### src/rtl/dma_pkg.sv
package dma_pkg;
  typedef enum logic [2:0] {
    S_IDLE, S_REQ, S_XFER, S_WAIT_ACK, S_STEP, S_DONE_INT
  } dma_state_e;

  localparam logic [2:0] CMD_MEM_WR = 3'b010;
  localparam logic [2:0] PORT_ADDR  = 3'd1;
  localparam logic [2:0] PORT_COUNT = 3'd2;
  localparam logic [2:0] PORT_GO    = 3'd4;
endpackage

### src/rtl/dma_up_counter.sv
module dma_up_counter #(
  parameter int W = 16
) (
  input  logic         clk,
  input  logic         rst_n,
  input  logic         clr,
  input  logic         load,
  input  logic [W-1:0] load_val,
  input  logic         inc,
  output logic [W-1:0] q
);
  always_ff @(posedge clk or negedge rst_n) begin
    if (!rst_n)     q <= '0;
    else if (clr)   q <= '0;
    else if (load)  q <= load_val;
    else if (inc)   q <= q + 1'b1;
  end


  load_inc_excl_chk: assert property (@(posedge clk) disable iff (!rst_n)
    !(load && inc));


  clr_result_chk: assert property (@(posedge clk) disable iff (!rst_n)
    clr |=> (q == '0));
endmodule

### src/rtl/dma_down_counter.sv
module dma_down_counter #(
  parameter int W = 8
) (
  input  logic         clk,
  input  logic         rst_n,
  input  logic         load,
  input  logic [W-1:0] load_val,
  input  logic         dec,
  output logic [W-1:0] q,
  output logic         zero,
  output logic         last
);
  localparam logic [W-1:0] ONE = W'(1);

  always_ff @(posedge clk or negedge rst_n) begin
    if (!rst_n)     q <= '0;
    else if (load)  q <= load_val;
    else if (dec)   q <= q - 1'b1;
  end

  assign zero = (q == '0);
  assign last = (q == ONE);


  no_underflow_chk: assert property (@(posedge clk) disable iff (!rst_n)
    dec |-> !zero);


  dec_step_chk: assert property (@(posedge clk) disable iff (!rst_n)
    (dec && !load) |=> (q == $past(q) - 1'b1));
endmodule

### src/rtl/dma_dev_rom.sv
module dma_dev_rom #(
  parameter int          DW    = 16,
  parameter int          DEPTH = 16,
  parameter logic [15:0] SEED  = 16'hA5C3,
  localparam int         IW    = (DEPTH > 1) ? $clog2(DEPTH) : 1
) (
  input  logic [IW-1:0] idx,
  output logic [DW-1:0] word
);
  logic [DW-1:0] table_q [DEPTH];

  for (genvar i = 0; i < DEPTH; i++) begin : g_word
    assign table_q[i] = DW'(i * 257) ^ DW'(SEED);
  end

  assign word = table_q[idx];
endmodule

### src/rtl/dma_ctrl_fsm.sv
module dma_ctrl_fsm
  import dma_pkg::*;
(
  input  logic clk,
  input  logic rst_n,
  input  logic go,
  input  logic wc_zero,
  input  logic wc_last,
  input  logic bus_gnt,
  input  logic mem_ack,
  input  logic irq_ack,
  output logic idle,
  output logic bus_req,
  output logic bus_en,
  output logic irq,
  output logic ba_clr,
  output logic step
);
  dma_state_e state, nxt;

  always_ff @(posedge clk or negedge rst_n) begin
    if (!rst_n) state <= S_IDLE;
    else        state <= nxt;
  end

  always_comb begin
    nxt = state;
    unique case (state)
      S_IDLE:     if (go) nxt = wc_zero ? S_DONE_INT : S_REQ;
      S_REQ:      if (bus_gnt) nxt = S_XFER;
      S_XFER:     nxt = mem_ack ? S_STEP : S_WAIT_ACK;
      S_WAIT_ACK: if (mem_ack) nxt = S_STEP;
      S_STEP:     nxt = wc_last ? S_DONE_INT : S_REQ;
      S_DONE_INT: if (irq_ack) nxt = S_IDLE;
      default:    nxt = S_IDLE;
    endcase
  end

  assign idle    = (state == S_IDLE);
  assign bus_req = (state == S_REQ) || (state == S_XFER) ||
                   (state == S_WAIT_ACK) || (state == S_STEP);
  assign bus_en  = (state == S_XFER) || (state == S_WAIT_ACK);
  assign irq     = (state == S_DONE_INT);
  assign ba_clr  = idle && go;
  assign step    = (state == S_STEP);


  grant_before_drive_chk: assert property (@(posedge clk) disable iff (!rst_n)
    $rose(bus_en) |-> $past(bus_gnt));


  step_after_ack_chk: assert property (@(posedge clk) disable iff (!rst_n)
    step |-> $past(mem_ack));


  irq_release_chk: assert property (@(posedge clk) disable iff (!rst_n)
    $fell(irq) |-> $past(irq_ack));


  irq_no_drive_chk: assert property (@(posedge clk) disable iff (!rst_n)
    irq |-> (!bus_en && !bus_req));
endmodule

### src/rtl/dma_in_ctrl.sv
module dma_in_ctrl
  import dma_pkg::*;
#(
  parameter int          AW        = 16,
  parameter int          DW        = 16,
  parameter int          CW        = 8,
  parameter int          BUF_DEPTH = 16,
  parameter logic [15:0] ROM_SEED  = 16'hA5C3,
  localparam int         BW        = (BUF_DEPTH > 1) ? $clog2(BUF_DEPTH) : 1
) (
  input  logic          clk,
  input  logic          rst_n,
  input  logic          io_wr,
  input  logic [2:0]    io_port,
  input  logic [AW-1:0] io_wdata,
  output logic          bus_req,
  input  logic          bus_gnt,
  output logic [AW-1:0] addr_out,
  output logic          addr_oe,
  output logic [DW-1:0] data_out,
  output logic          data_oe,
  output logic [2:0]    cmd_out,
  output logic          cmd_oe,
  input  logic          mem_ack,
  output logic          irq,
  input  logic          irq_ack
);
  logic          idle, bus_en, ba_clr, step;
  logic          wc_zero, wc_last;
  logic          ld_addr, ld_count, go;
  logic [AW-1:0] ma_q;
  logic [CW-1:0] wc_q;
  logic [BW-1:0] ba_q;
  logic [DW-1:0] rom_word;

  assign ld_addr  = io_wr && idle && (io_port == PORT_ADDR);
  assign ld_count = io_wr && idle && (io_port == PORT_COUNT);
  assign go       = io_wr && idle && (io_port == PORT_GO);

  dma_ctrl_fsm u_fsm (
    .clk, .rst_n, .go, .wc_zero, .wc_last, .bus_gnt, .mem_ack, .irq_ack,
    .idle, .bus_req, .bus_en, .irq, .ba_clr, .step
  );

  dma_up_counter #(.W(AW)) u_mem_addr (
    .clk, .rst_n, .clr(1'b0), .load(ld_addr), .load_val(io_wdata),
    .inc(step), .q(ma_q)
  );

  dma_up_counter #(.W(BW)) u_buf_idx (
    .clk, .rst_n, .clr(ba_clr), .load(1'b0), .load_val('0),
    .inc(step), .q(ba_q)
  );

  dma_down_counter #(.W(CW)) u_word_cnt (
    .clk, .rst_n, .load(ld_count), .load_val(io_wdata[CW-1:0]),
    .dec(step), .q(wc_q), .zero(wc_zero), .last(wc_last)
  );

  dma_dev_rom #(.DW(DW), .DEPTH(BUF_DEPTH), .SEED(ROM_SEED)) u_rom (
    .idx(ba_q), .word(rom_word)
  );

  assign addr_oe  = bus_en;
  assign data_oe  = bus_en;
  assign cmd_oe   = bus_en;
  assign addr_out = bus_en ? ma_q : '0;
  assign data_out = bus_en ? rom_word : '0;
  assign cmd_out  = bus_en ? CMD_MEM_WR : 3'b000;


  hold_under_stall_chk: assert property (@(posedge clk) disable iff (!rst_n)
    (data_oe && !mem_ack) |=> (data_oe && $stable(addr_out) && $stable(data_out)));


  busy_write_ignored_chk: assert property (@(posedge clk) disable iff (!rst_n)
    (io_wr && !idle) |=> ($stable(ma_q) || $past(step)));


  drive_needs_req_chk: assert property (@(posedge clk) disable iff (!rst_n)
    addr_oe |-> bus_req);
endmodule

### config.mk
export PLATFORM = sky130hd
export DESIGN_NAME = dma_in_ctrl
export DESIGN_NICKNAME = d
export VERILOG_FILES = /design/src/rtl/dma_pkg.sv /design/src/rtl/dma_up_counter.sv /design/src/rtl/dma_down_counter.sv /design/src/rtl/dma_dev_rom.sv /design/src/rtl/dma_ctrl_fsm.sv /design/src/rtl/dma_in_ctrl.sv
export SDC_FILE = /design/constraint.sdc
export NUM_CORES = 1
export LEC_CHECK = 0
export ABC_AREA = 1
export BUFFER_PORTS_ARGS = -buffer_cell sky130_fd_sc_hd__buf_2
export CORE_MARGIN = 2
export CORE_UTILIZATION = 55
export DETAILED_ROUTE_END_ITERATION = 10
export HOLD_SLACK_MARGIN = 0.02
export PLACE_DENSITY = 0.81
export SLEW_MARGIN = 20
export SYNTH_ARGS = -nofsm -noshare
export SYNTH_HDL_FRONTEND = slang
export SYNTH_HIERARCHICAL = 1
export SYNTH_SLANG_ARGS = --single-unit
### constraint.sdc
create_clock -name clk -period 2.2 [get_ports clk]
set_input_delay 0.22 -clock clk [delete_from_list [all_inputs] [get_ports clk]]
set_output_delay 0.22 -clock clk [all_outputs]
set_load 0.1 [all_outputs]
# Yosys cells after proc, flatten, opt, wreduce, memory -nomap -nowiden
# Memory sizes are Yosys's and may differ from the RTL's.
# Cells that the tools add are included.
dict set report word_totals {
  ff_bits 31
  romBits 256
  in_bits 25
  out_inout_bits 40
  word_cells 57
  n_memories 1
}
dict set report classes {
  add_sub_neg 3
  n_lt_le_gt_ge 1
  eq_ne 13
  mux 19
  bitwise_logic 1
  reduce_logical 15
}
# name depth word_bits read_ports rd_clocked_by_memory_dff wr line_no
set memory_table {}
lappend memory_table {{(name not given)} 16 16 1 0 0 dma_dev_rom.sv:16} ;# assign word = table_q[idx];
# operator n
set ops {}
lappend ops {{16-bit two-way mux} 6}
lappend ops {{3-bit two-way mux} 7}
lappend ops {{3-bit case mux with 6 select lines} 1}
lappend ops {{16-bit by 1-bit adder with 16-bit output (second input constant)} 1}
lappend ops {{8-bit two-way mux} 2}
lappend ops {{3-bit by 2-bit equality test with 1-bit output (second input constant)} 3}
lappend ops {{3-bit equality test (second input constant)} 3}
lappend ops {{8-bit by 1-bit equality test with 1-bit output (second input constant)} 1}
lappend ops {{8-bit logical NOT} 1}
lappend ops {{4-bit two-way mux} 2}
lappend ops {{8-bit by 1-bit subtractor with 8-bit output (second input constant)} 1}
lappend ops {{3-bit by 1-bit equality test with 1-bit output (second input constant)} 2}
lappend ops {{2-bit nonzero test} 3}
lappend ops {{5-bit >= comparator (second input constant)} 1}
lappend ops {{1-bit logical AND} 5}
lappend ops {{4-bit NOT with 5-bit output} 1}
lappend ops {{4-bit by 1-bit adder with 4-bit output (second input constant)} 1}
lappend ops {{1-bit logical OR} 4}
lappend ops {{2-bit by 1-bit inequality test with 1-bit output (second input constant)} 2}
lappend ops {{2-bit inequality test (second input constant)} 2}
lappend ops {{4-bit AND reduction} 1}
lappend ops {{3-bit logical NOT} 1}
lappend ops {{2-bit two-way mux} 1}

# Longest topological paths before layout
# Gate-level depths: netlist of the first run.
dict set report depth {
  ltp_word 5
  ltp_mapped 13
}

# Cells and area by module
# The synthesis of the first run kept the hierarchy.
# module n_inst cells_each area_each_um2
set by_module_without_submodules {}
lappend by_module_without_submodules {{dma_up_counter at u_mem_addr} 1 179 1197.4}
lappend by_module_without_submodules {dma_down_counter 1 75 578.1}
lappend by_module_without_submodules {dma_in_ctrl 1 84 359.1}
lappend by_module_without_submodules {dma_ctrl_fsm 1 56 311.5}
lappend by_module_without_submodules {{dma_up_counter at u_buf_idx} 1 32 249.0}
lappend by_module_without_submodules {dma_dev_rom 1 18 116.4}

# Least setup slack after synthesis of the first run
# No wires, ideal clock.
dict set report synth_timing {
  kind {reg2out}
  from {register u_fsm.state[1]}
  to {output addr_out[2]}
  t_arrival_ps 3057
  t_required_ps 1980
  path_slack_ps -1077
  stages_incl_launch_ff 6
  path_cell_list {dfrtp_1 -> inv_2 -> nor2_1 -> buf_6 -> nand2_1 -> inv_1}
}
dict set report synth_between {
  elab_chain_len 3
}
# item line_no
set synth_rtl {}
lappend synth_rtl {{start, declared} dma_ctrl_fsm.sv:19} ;# dma_state_e state, nxt;
lappend synth_rtl {{start signal, assigned} dma_ctrl_fsm.sv:23} ;# else state <= nxt;
lappend synth_rtl {{3-bit by 2-bit equality test with 1-bit output} dma_ctrl_fsm.sv:42} ;# assign bus_en = (state == S_XFER) || (state == S_WAIT_ACK);
lappend synth_rtl {{1-bit logical OR (*)} dma_ctrl_fsm.sv:42}
lappend synth_rtl {{net addr_oe} dma_in_ctrl.sv:19} ;# output logic addr_oe,
lappend synth_rtl {{16-bit two-way mux (*)} dma_in_ctrl.sv:67} ;# assign addr_out = bus_en ? ma_q : '0;
lappend synth_rtl {{end, declared} dma_in_ctrl.sv:18} ;# output logic [AW-1:0] addr_out,
# Mark *: on every way through the listed nets, which the timed path passes. The rest lies on a longest branch.

# Worst setup path in the final report of the first run
dict set report layout_timing {
  from {register u_fsm.state[1]}
  to {output addr_out[11]}
}
dict set report layout_between {
  elab_chain_len 3
}
# item line_no
set layout_rtl {}
lappend layout_rtl {{3-bit by 2-bit equality test with 1-bit output} dma_ctrl_fsm.sv:42}
lappend layout_rtl {{1-bit logical OR (*)} dma_ctrl_fsm.sv:42}
lappend layout_rtl {{16-bit two-way mux (*)} dma_in_ctrl.sv:67}
# Every way passes the cells marked *; elsewhere a longest branch is shown, timed or not.

==> reports/qor.yml, run 1 <==
outcome: "complete, no violations"
period_share: 0.8971
track_usage: 0.2611
areaGrowthSynthToFinish_pct: 33.87
synth-xor-area-share: 0.02492
grt_pass1_vias: 2722
layoutNonFillerInstCount: 579
start_util: 0.5612
dp_slack_ns: 0.3405
synth_top_family_by_area: "simple AND/OR/NAND/NOR gates"
drc: 0
numCtsBuffers: 5
pin_count: 65
wl_mm: 6.928
crit_required_ns: 1.98
synth.area.mux_share: 0
syn_area_per_cell_sq_um: 6.332
dp_hpwl_mm: 5.228
synth_simple_gate_area_share: 0.4143
yosys_warnings: 6
yosysSeqAreaShare: 0.2759
critPathKind: "flop to primary output"
grt_pass1_wl_mm: 11.58
p_leak_nw: 1.852
final_util: 0.7512
fin_skew_ns: 0.004420
drive_above_1_share: 0.2633
postPlaceCellArea_sq_mm: 0.003626
clkTransAtPathRegs_ns: 0.06
port-buffer-count: 58
synth_seq_cells: 31
clkLatencyLatePin_ns: 0.28
netlist_area_sq_mm: 0.002811
synth-compound-area-share: 0.07655
mostFrequentLayoutCells: "nand2_1, nor2_1, inv_1"
antennaDiodeCount: 0
coreArea_sq_mm: 0.005010
grt_overflow_total: 0
die_h_um: 75.50
num_vias: 2879
hold_path.class: "primary input to flop"
htreeDepth: 2
cts.sinks: 31
crit_arrival_ns: 1.75
grt_max_degree: 32
ctsLongestPathBuffers: 2
cts_tree: "done"
rsz0062_at_grt: "false"
netlist_instances: 444
dp.cells: 568
gp_congestion: 0.9093
power.density_mw_per_mm2: 1008
setup.worst_path.start_class: "flop"
antenna_found_initial: 0
timing.final.hold_violations: 0
critical_path.max_fanout: 13
die_x_um: 75.50
slew_viol_final: 0
fin_ws_ns: 0.2263
final_common_cell: "nand2_1"
period_needed_ns: 1.974
final_nets: 538
dr.pass1.iters: 4
end_kind: "primary output"
vdd_drop_max_v: 0.0009842
drtIter0Drc: 197
finalInstanceArea_sq_mm: 0.003764
avgViaCountPerCell: 4.972
post_drt_wl_per_cell_um: 11.97
relSlewSlack: 0.5106
dieArea_sq_mm: 0.005700
synth_cell_type_count: 36
synthAdderAreaFrac: 0.02225
num_rows: 26
setup_viol: 0
max_freq_mhz: 506.7
worst_pin_slew_ns: 0.7341
antenna_left: 0
clock-root-buffer: "clkbuf_8"
drv_cap: 0
post_cts_resized: 0
tns_ns: 0
-- synthesized netlist by cell type --
cell type	count	area share
o211ai_1	2	0.0053
buf_6	3	0.012
inv_4	1	0.0022
dfrtp_1	31	0.28
nor3_4	1	0.0058
ha_1	5	0.022
o22ai_1	1	0.0022
nand4_1	10	0.022
nand3_1	31	0.055
nor2_2	8	0.018
o21ai_1	12	0.021
nor2_1	57	0.076
buf_4	23	0.061
o21bai_4	1	0.0067
or2_1	1	0.0022
nand3_2	2	0.0071
buf_2	2	0.0036
inv_1	71	0.095
o21ai_0	5	0.0089
o21bai_2	1	0.0040
nand2_2	4	0.0089
inv_2	6	0.0080
nor2_8	1	0.0071
conb_1	3	0.0040
nand4_2	1	0.0044
or2_2	1	0.0022
o21ai_2	1	0.0031
o31ai_1	2	0.0053
xor2_1	7	0.022
nand2_1	134	0.18
a22oi_1	6	0.016
xnor2_1	1	0.0031
nor3_2	1	0.0036
nand3b_1	1	0.0027
nor2_4	5	0.020
a21oi_1	2	0.0036
-- timing repair --
action	CTS	global route
hold buffers	1	0
endpoints found under the setup margin	0	11
hold endpoints to repair	10	0
setup buffers	0	2
-- per-stage QoR --
step,hold slack (ns),total power [mW]
2_1_floorplan,-0.07559,2.747
3_3_place_gp,0.3016,3.164
3_5_place_dp,0.3191,3.241
4_1_cts,0.1877,3.756
5_1_grt,0.1977,4.037
6_report,0.1898,3.794
-- area by class of cell --
cell class | count | area (sq um)
inverter | 78 | 392.9
tap | 70 | 87.58
clock buffer | 8 | 100.1
timing repair buffer | 67 | 808.3
sequential | 31 | 775.7
multi-input combinational | 325 | 1599
fill | 396 | 1246
-- sequential cells by signal, indices dropped and copies added, names as in the netlist --
register      flops
u_fsm/state       3
u_mem_addr/q     16
u_word_cnt/q      8
u_buf_idx/q       4
-- kinds of logic (layout without fill, tap and decap cells) --
logic type	count (synthesis)	after routing
flops	31	31
buf+inv	106	153
simple gates	258	258
other cells	3	21
fa+ha+maj	5	5
xor+xnor	8	8
compound gates	33	33
-- critical path, stage by stage (launching register included) --
cell and delay, ns:
dfrtp_1 0.49, inv_2 0.12, nor2_4 0.20, buf_12 0.16
buf_4 0.15, nand2_1 0.09, clkinvlp_4 0.10, buf_12 0.17
-- where the power goes --
part	leakage (nW)	internal [mW]	total [mW]	switching, mW
logic	1.39	0.725	2.38	1.66
registers	0.411	0.695	0.906	0.211
clock network	0.0515	0.285	0.503	0.218
-- metal layers --
layer / wire length (um) / GRT usage
met1: 2785 / 0.3103
met5: 0 / 0
met4: 115 / 0.07797
met3: 393 / 0.05026
met2: 3634 / 0.4763
-- worst paths after layout --
kind | start | to | slack, ns | depth (start not counted)
setup / recovery | u_fsm/state[1]$_DFFE_PN0P_ | addr_out[11] | 0.23 | 7
hold / removal | io_wdata[6] | u_word_cnt/q[6]$_DFFE_PN0P_ | 0.19 | 3
setup reg to reg | u_fsm/state[0]$_DFFE_PN0P_ | u_mem_addr/q[4]$_DFFE_PN0P_ | 0.24 | 10
hold reg to reg | u_word_cnt/q[7]$_DFFE_PN0P_ | u_word_cnt/q[7]$_DFFE_PN0P_ | 0.54 | 2
max in group asynchronous | rst_n | u_mem_addr/q[3]$_DFFE_PN0P_ | 1.19 | 2
min in group asynchronous | rst_n | u_mem_addr/q[8]$_DFFE_PN0P_ | 0.54 | 2
No activity file was read; power rests on OpenSTA's default activity.
==> run 2: changes to the inputs <==
--- a/config.mk
+++ b/config.mk
@@ -5,15 +5,15 @@
 export SDC_FILE = /design/constraint.sdc
 export NUM_CORES = 1
 export LEC_CHECK = 0
-export ABC_AREA = 1
-export BUFFER_PORTS_ARGS = -buffer_cell sky130_fd_sc_hd__buf_2
 export CORE_MARGIN = 2
-export CORE_UTILIZATION = 55
+export CORE_UTILIZATION = 64
 export DETAILED_ROUTE_END_ITERATION = 10
+export DONT_BUFFER_PORTS = 1
 export HOLD_SLACK_MARGIN = 0.02
-export PLACE_DENSITY = 0.81
+export PLACE_DENSITY = 0.8
 export SLEW_MARGIN = 20
 export SYNTH_ARGS = -nofsm -noshare
 export SYNTH_HDL_FRONTEND = slang
 export SYNTH_HIERARCHICAL = 1
 export SYNTH_SLANG_ARGS = --single-unit
+export TNS_END_PERCENT = 20
==> reports/qor.yml, run 2 <==
largest_reg_flops: 16  # unchanged
mostFrequentLayoutCells: "dfrtp_1, and2_1, nor2_1"  # was nand2_1, nor2_1, inv_1
cts_tree: "done"  # unchanged
crit_family: "simple AND/OR/NAND/NOR gates"  # was buffers and inverters
critPathKind: "flop to primary output"  # unchanged
areaGrowthSynthToFinish_pct: 20.92  # was 33.87%
period_needed_ns: 2.114  # was 1.974 ns
vdd_drop_max_v: 0.0005051  # was 0.0009842 V
gp_congestion: 0.8394  # was 0.9093
wl_mm: 5.073  # was 6.928 mm
setup.worst_path.start_class: "flop"  # unchanged
power.density_mw_per_mm2: 1125  # was 1008 mW/mm^2
avgViaCountPerCell: 5.504  # was 4.972
track_usage: 0.2473  # was 0.2611
hold_path.class: "primary input to flop"  # unchanged
relSlewSlack: 0.3692  # was 0.5106
p_leak_nw: 1.209  # was 1.852 nW
rsz0062_at_grt: "true"  # was false
antenna_found_initial: 0  # unchanged
worst-path-buf-inv: 3  # was 5
port-buffer-count: 0  # was 58
coreArea_sq_mm: 0.003606  # was 0.005010 sq mm
final_nets: 338  # was 538
synth_top_area_share: 0.3300  # was 0.2759
synth_edf_count: 0  # unchanged
crit_chain: "buf_4 -> nand2b_2 -> clkinvlp_4 -> buf_4 -> and2_2"  # was inv_2 -> nor2_4 -> buf_12 -> buf_4 -> nand2_1 -> clkinvlp_4 -> buf_12
grt_max_degree: 34  # was 32
end_kind: "primary output"  # unchanged
worst_pin_slew_ns: 0.9528  # was 0.7341 ns
antenna_left: 0  # unchanged
antennaDiodeCount: 0  # unchanged
setup_viol: 0  # unchanged
fin_skew_ns: 0.003631  # was 0.004420 ns
cts.sinks: 31  # unchanged
htreeDepth: 2  # unchanged
ctsLongestPathBuffers: 2  # unchanged
yosysTopAreaCell: "dfrtp_1"  # unchanged
post_drt_wl_per_cell_um: 14.21  # was 11.97 um
final_common_cell: "dfrtp_1"  # was nand2_1
critical_path.max_fanout: 17  # was 13
clkTransAtPathRegs_ns: 0.06  # about the same
period_share: 0.9608  # was 0.8971
yosys-top-cells-count: "and2_1, dfrtp_1, nor2_1"  # was nand2_1, inv_1, nor2_1
grt_pass1_vias: 1754  # was 2,722
num_vias: 1965  # was 2,879
netlist_area_sq_mm: 0.002351  # was 0.002811 sq mm
synth_cell_type_count: 49  # was 36
outcome: "complete, no violations"  # unchanged
grt_pass1_wl_mm: 7.976  # was 11.58 mm
crit_top_cell: "buf_4"  # was buf_12
synth_seq_cells: 31  # unchanged
crit_required_ns: 1.98  # about the same
slew_viol_final: 0  # unchanged
clock-root-buffer: "clkbuf_8"  # unchanged
reg.largest.list: "u_mem_addr/q (16), u_word_cnt/q (8), u_buf_idx/q (4)"  # unchanged
syn_area_per_cell_sq_um: 8.518  # was 6.332 sq um
dp.cells: 345  # was 568
numCtsBuffers: 5  # unchanged
synth_area_leaders: "dfrtp_1, and2_1, buf_4, nor2_1, xnor2_1"  # was dfrtp_1, nand2_1, inv_1, nor2_1, buf_4
dp_hpwl_mm: 3.600  # was 5.228 mm
start_util: 0.6520  # was 0.5612
power_mw: 3.199  # was 3.794 mW
critical_path.slowest_cell: "and2_2"  # was dfrtp_1
top_register: "u_mem_addr/q"  # unchanged
num_rows: 22  # was 26
netlist_instances: 276  # was 444
drive_above_1_share: 0.2265  # was 0.2633
crit_arrival_ns: 1.89  # was 1.75 ns
drtIter0Drc: 61  # was 197
grt_overflow_total: 0  # unchanged
synth_ff_type: "dfrtp_1"  # unchanged
layoutNonFillerInstCount: 357  # was 579
pin_count: 65  # unchanged
max_freq_mhz: 473.1  # was 506.7 MHz
yosysSeqAreaShare: 0.3300  # was 0.2759
dr.pass1.iters: 4  # unchanged
dieArea_sq_mm: 0.004174  # was 0.005700 sq mm
clkLatencyLatePin_ns: 0.28  # about the same
async_flop_share: 1.000  # unchanged
cpPeakStageDelay_ns: 0.50  # was 0.49 ns
drc: 0  # unchanged
die_h_um: 64.61  # was 75.50 um
die_x_um: 64.61  # was 75.50 um
yosys_warnings: 6  # unchanged
timing.final.hold_violations: 0  # unchanged
synth.most_common_cell: "and2_1"  # was nand2_1
drv_cap: 0  # unchanged
==> run 2: changes by cell type after synthesis, sizes merged, moves of 6 or more <==
cell    delta
nand3     -28
xnor2      +8
a211oi     +7
nand2    -117
clkbuf     +7
inv       -63
or4        +6
a21oi      +7
nor2      -45
and2      +36
o21ai     -10
a22oi      -6
==> run 2: per-stage QoR <==
step	cell area [sq um]	util	hold WS, ns	setup slack, ns	setup TNS [ns]
CTS	2799	0.7762	0.05023	-0.09642	-2.046
finish	2843	0.7883	0.05612	0.08627	0
global placement	2684	0.7443	-0.07469	0.07172	0
floorplan	2452	-	-0.07559	-0.1829	-3.298
detailed placement	2684	0.7443	-0.07466	0.003076	0
global route	2843	0.7883	0.04438	-0.005086	-0.009815
==> run 2: worst register-to-register path, cell delays in order, from the launching register on <==
cell      delay, ns
dfrtp_1        0.41
nor2_4         0.12
and2_4         0.18
nand4_4        0.09
or4_4          0.54
or4_1          0.44
a311oi_2       0.20
==> run 2: layer usage <==
| layer | up-vias | wire length (um) | part of all wire | GRT usage |
|---|---|---|---|---|
| met2 | 70 | 2525 | 0.50 | 0.4180 |
| met4 | 0 | 73 | 0.014 | 0.08245 |
| met3 | 9 | 346 | 0.068 | 0.06597 |
| met1 | 913 | 2128 | 0.42 | 0.3073 |
| met5 | - | 0 | 0 | 0 |
| li1 | 973 | - | - | - |
==> run 2: final cells by class <==
cell class / instances / area, sq um
timing repair inverter: 1 / 7.507
inverter: 16 / 68.82
sequential: 31 / 775.7
fill: 240 / 763.2
timing repair buffer: 37 / 441.7
multi-input combinational: 216 / 1408
clock inverter: 1 / 5.005
tap: 48 / 60.06
clock buffer: 7 / 76.32
==> run 2: logic make-up after synthesis <==
family / after synthesis / synth area share
and+or+nand+nor: 124 / 0.2970
buffers and inverters: 48 / 0.1245
AOI/OAI and AO/OA: 41 / 0.1181
DFF: 31 / 0.3300
xor gates and xnor gates: 16 / 0.05961
muxes: 8 / 0.03938
adders and majority gates: 5 / 0.02661
other: 3 / 0.004789
==> run 2: timing repair <==
item / 4_1_cts / 5_1_grt
hold endpoints to repair: 31 / 0
resized for setup: 1 / 10
hold buffers: 2 / 0
buffers inserted: 0 / 1
pin swaps: 0 / 1
gates cloned: 0 / 1
endpoints found under the setup margin: 29 / 34
==> run 2: power breakdown <==
part           total (mW)  switching [mW]  internal [mW]
Combinational        1.94            1.38          0.560
Clock               0.426           0.204          0.222
Sequential          0.834           0.140          0.694
Total                3.20            1.72           1.48
==> run 2: path summary, 6_finish.rpt <==
path,start,end,slack [ns],cells past startpoint
worst min register to register,u_word_cnt/q[7]$_DFFE_PN0P_,u_word_cnt/q[7]$_DFFE_PN0P_,0.57,2
worst max register to register,u_fsm/state[0]$_DFFE_PN0P_,u_mem_addr/q[15]$_DFFE_PN0P_,0.12,6
worst min-delay path,mem_ack,u_fsm/state[0]$_DFFE_PN0P_,0.06,1
worst max-delay path,u_fsm/state[2]$_DFFE_PN0P_,addr_out[11],0.09,5
max in group asynchronous,rst_n,u_word_cnt/q[4]$_DFFE_PN0P_,1.66,2
min in group asynchronous,rst_n,u_mem_addr/q[11]$_DFFE_PN0P_,0.38,2
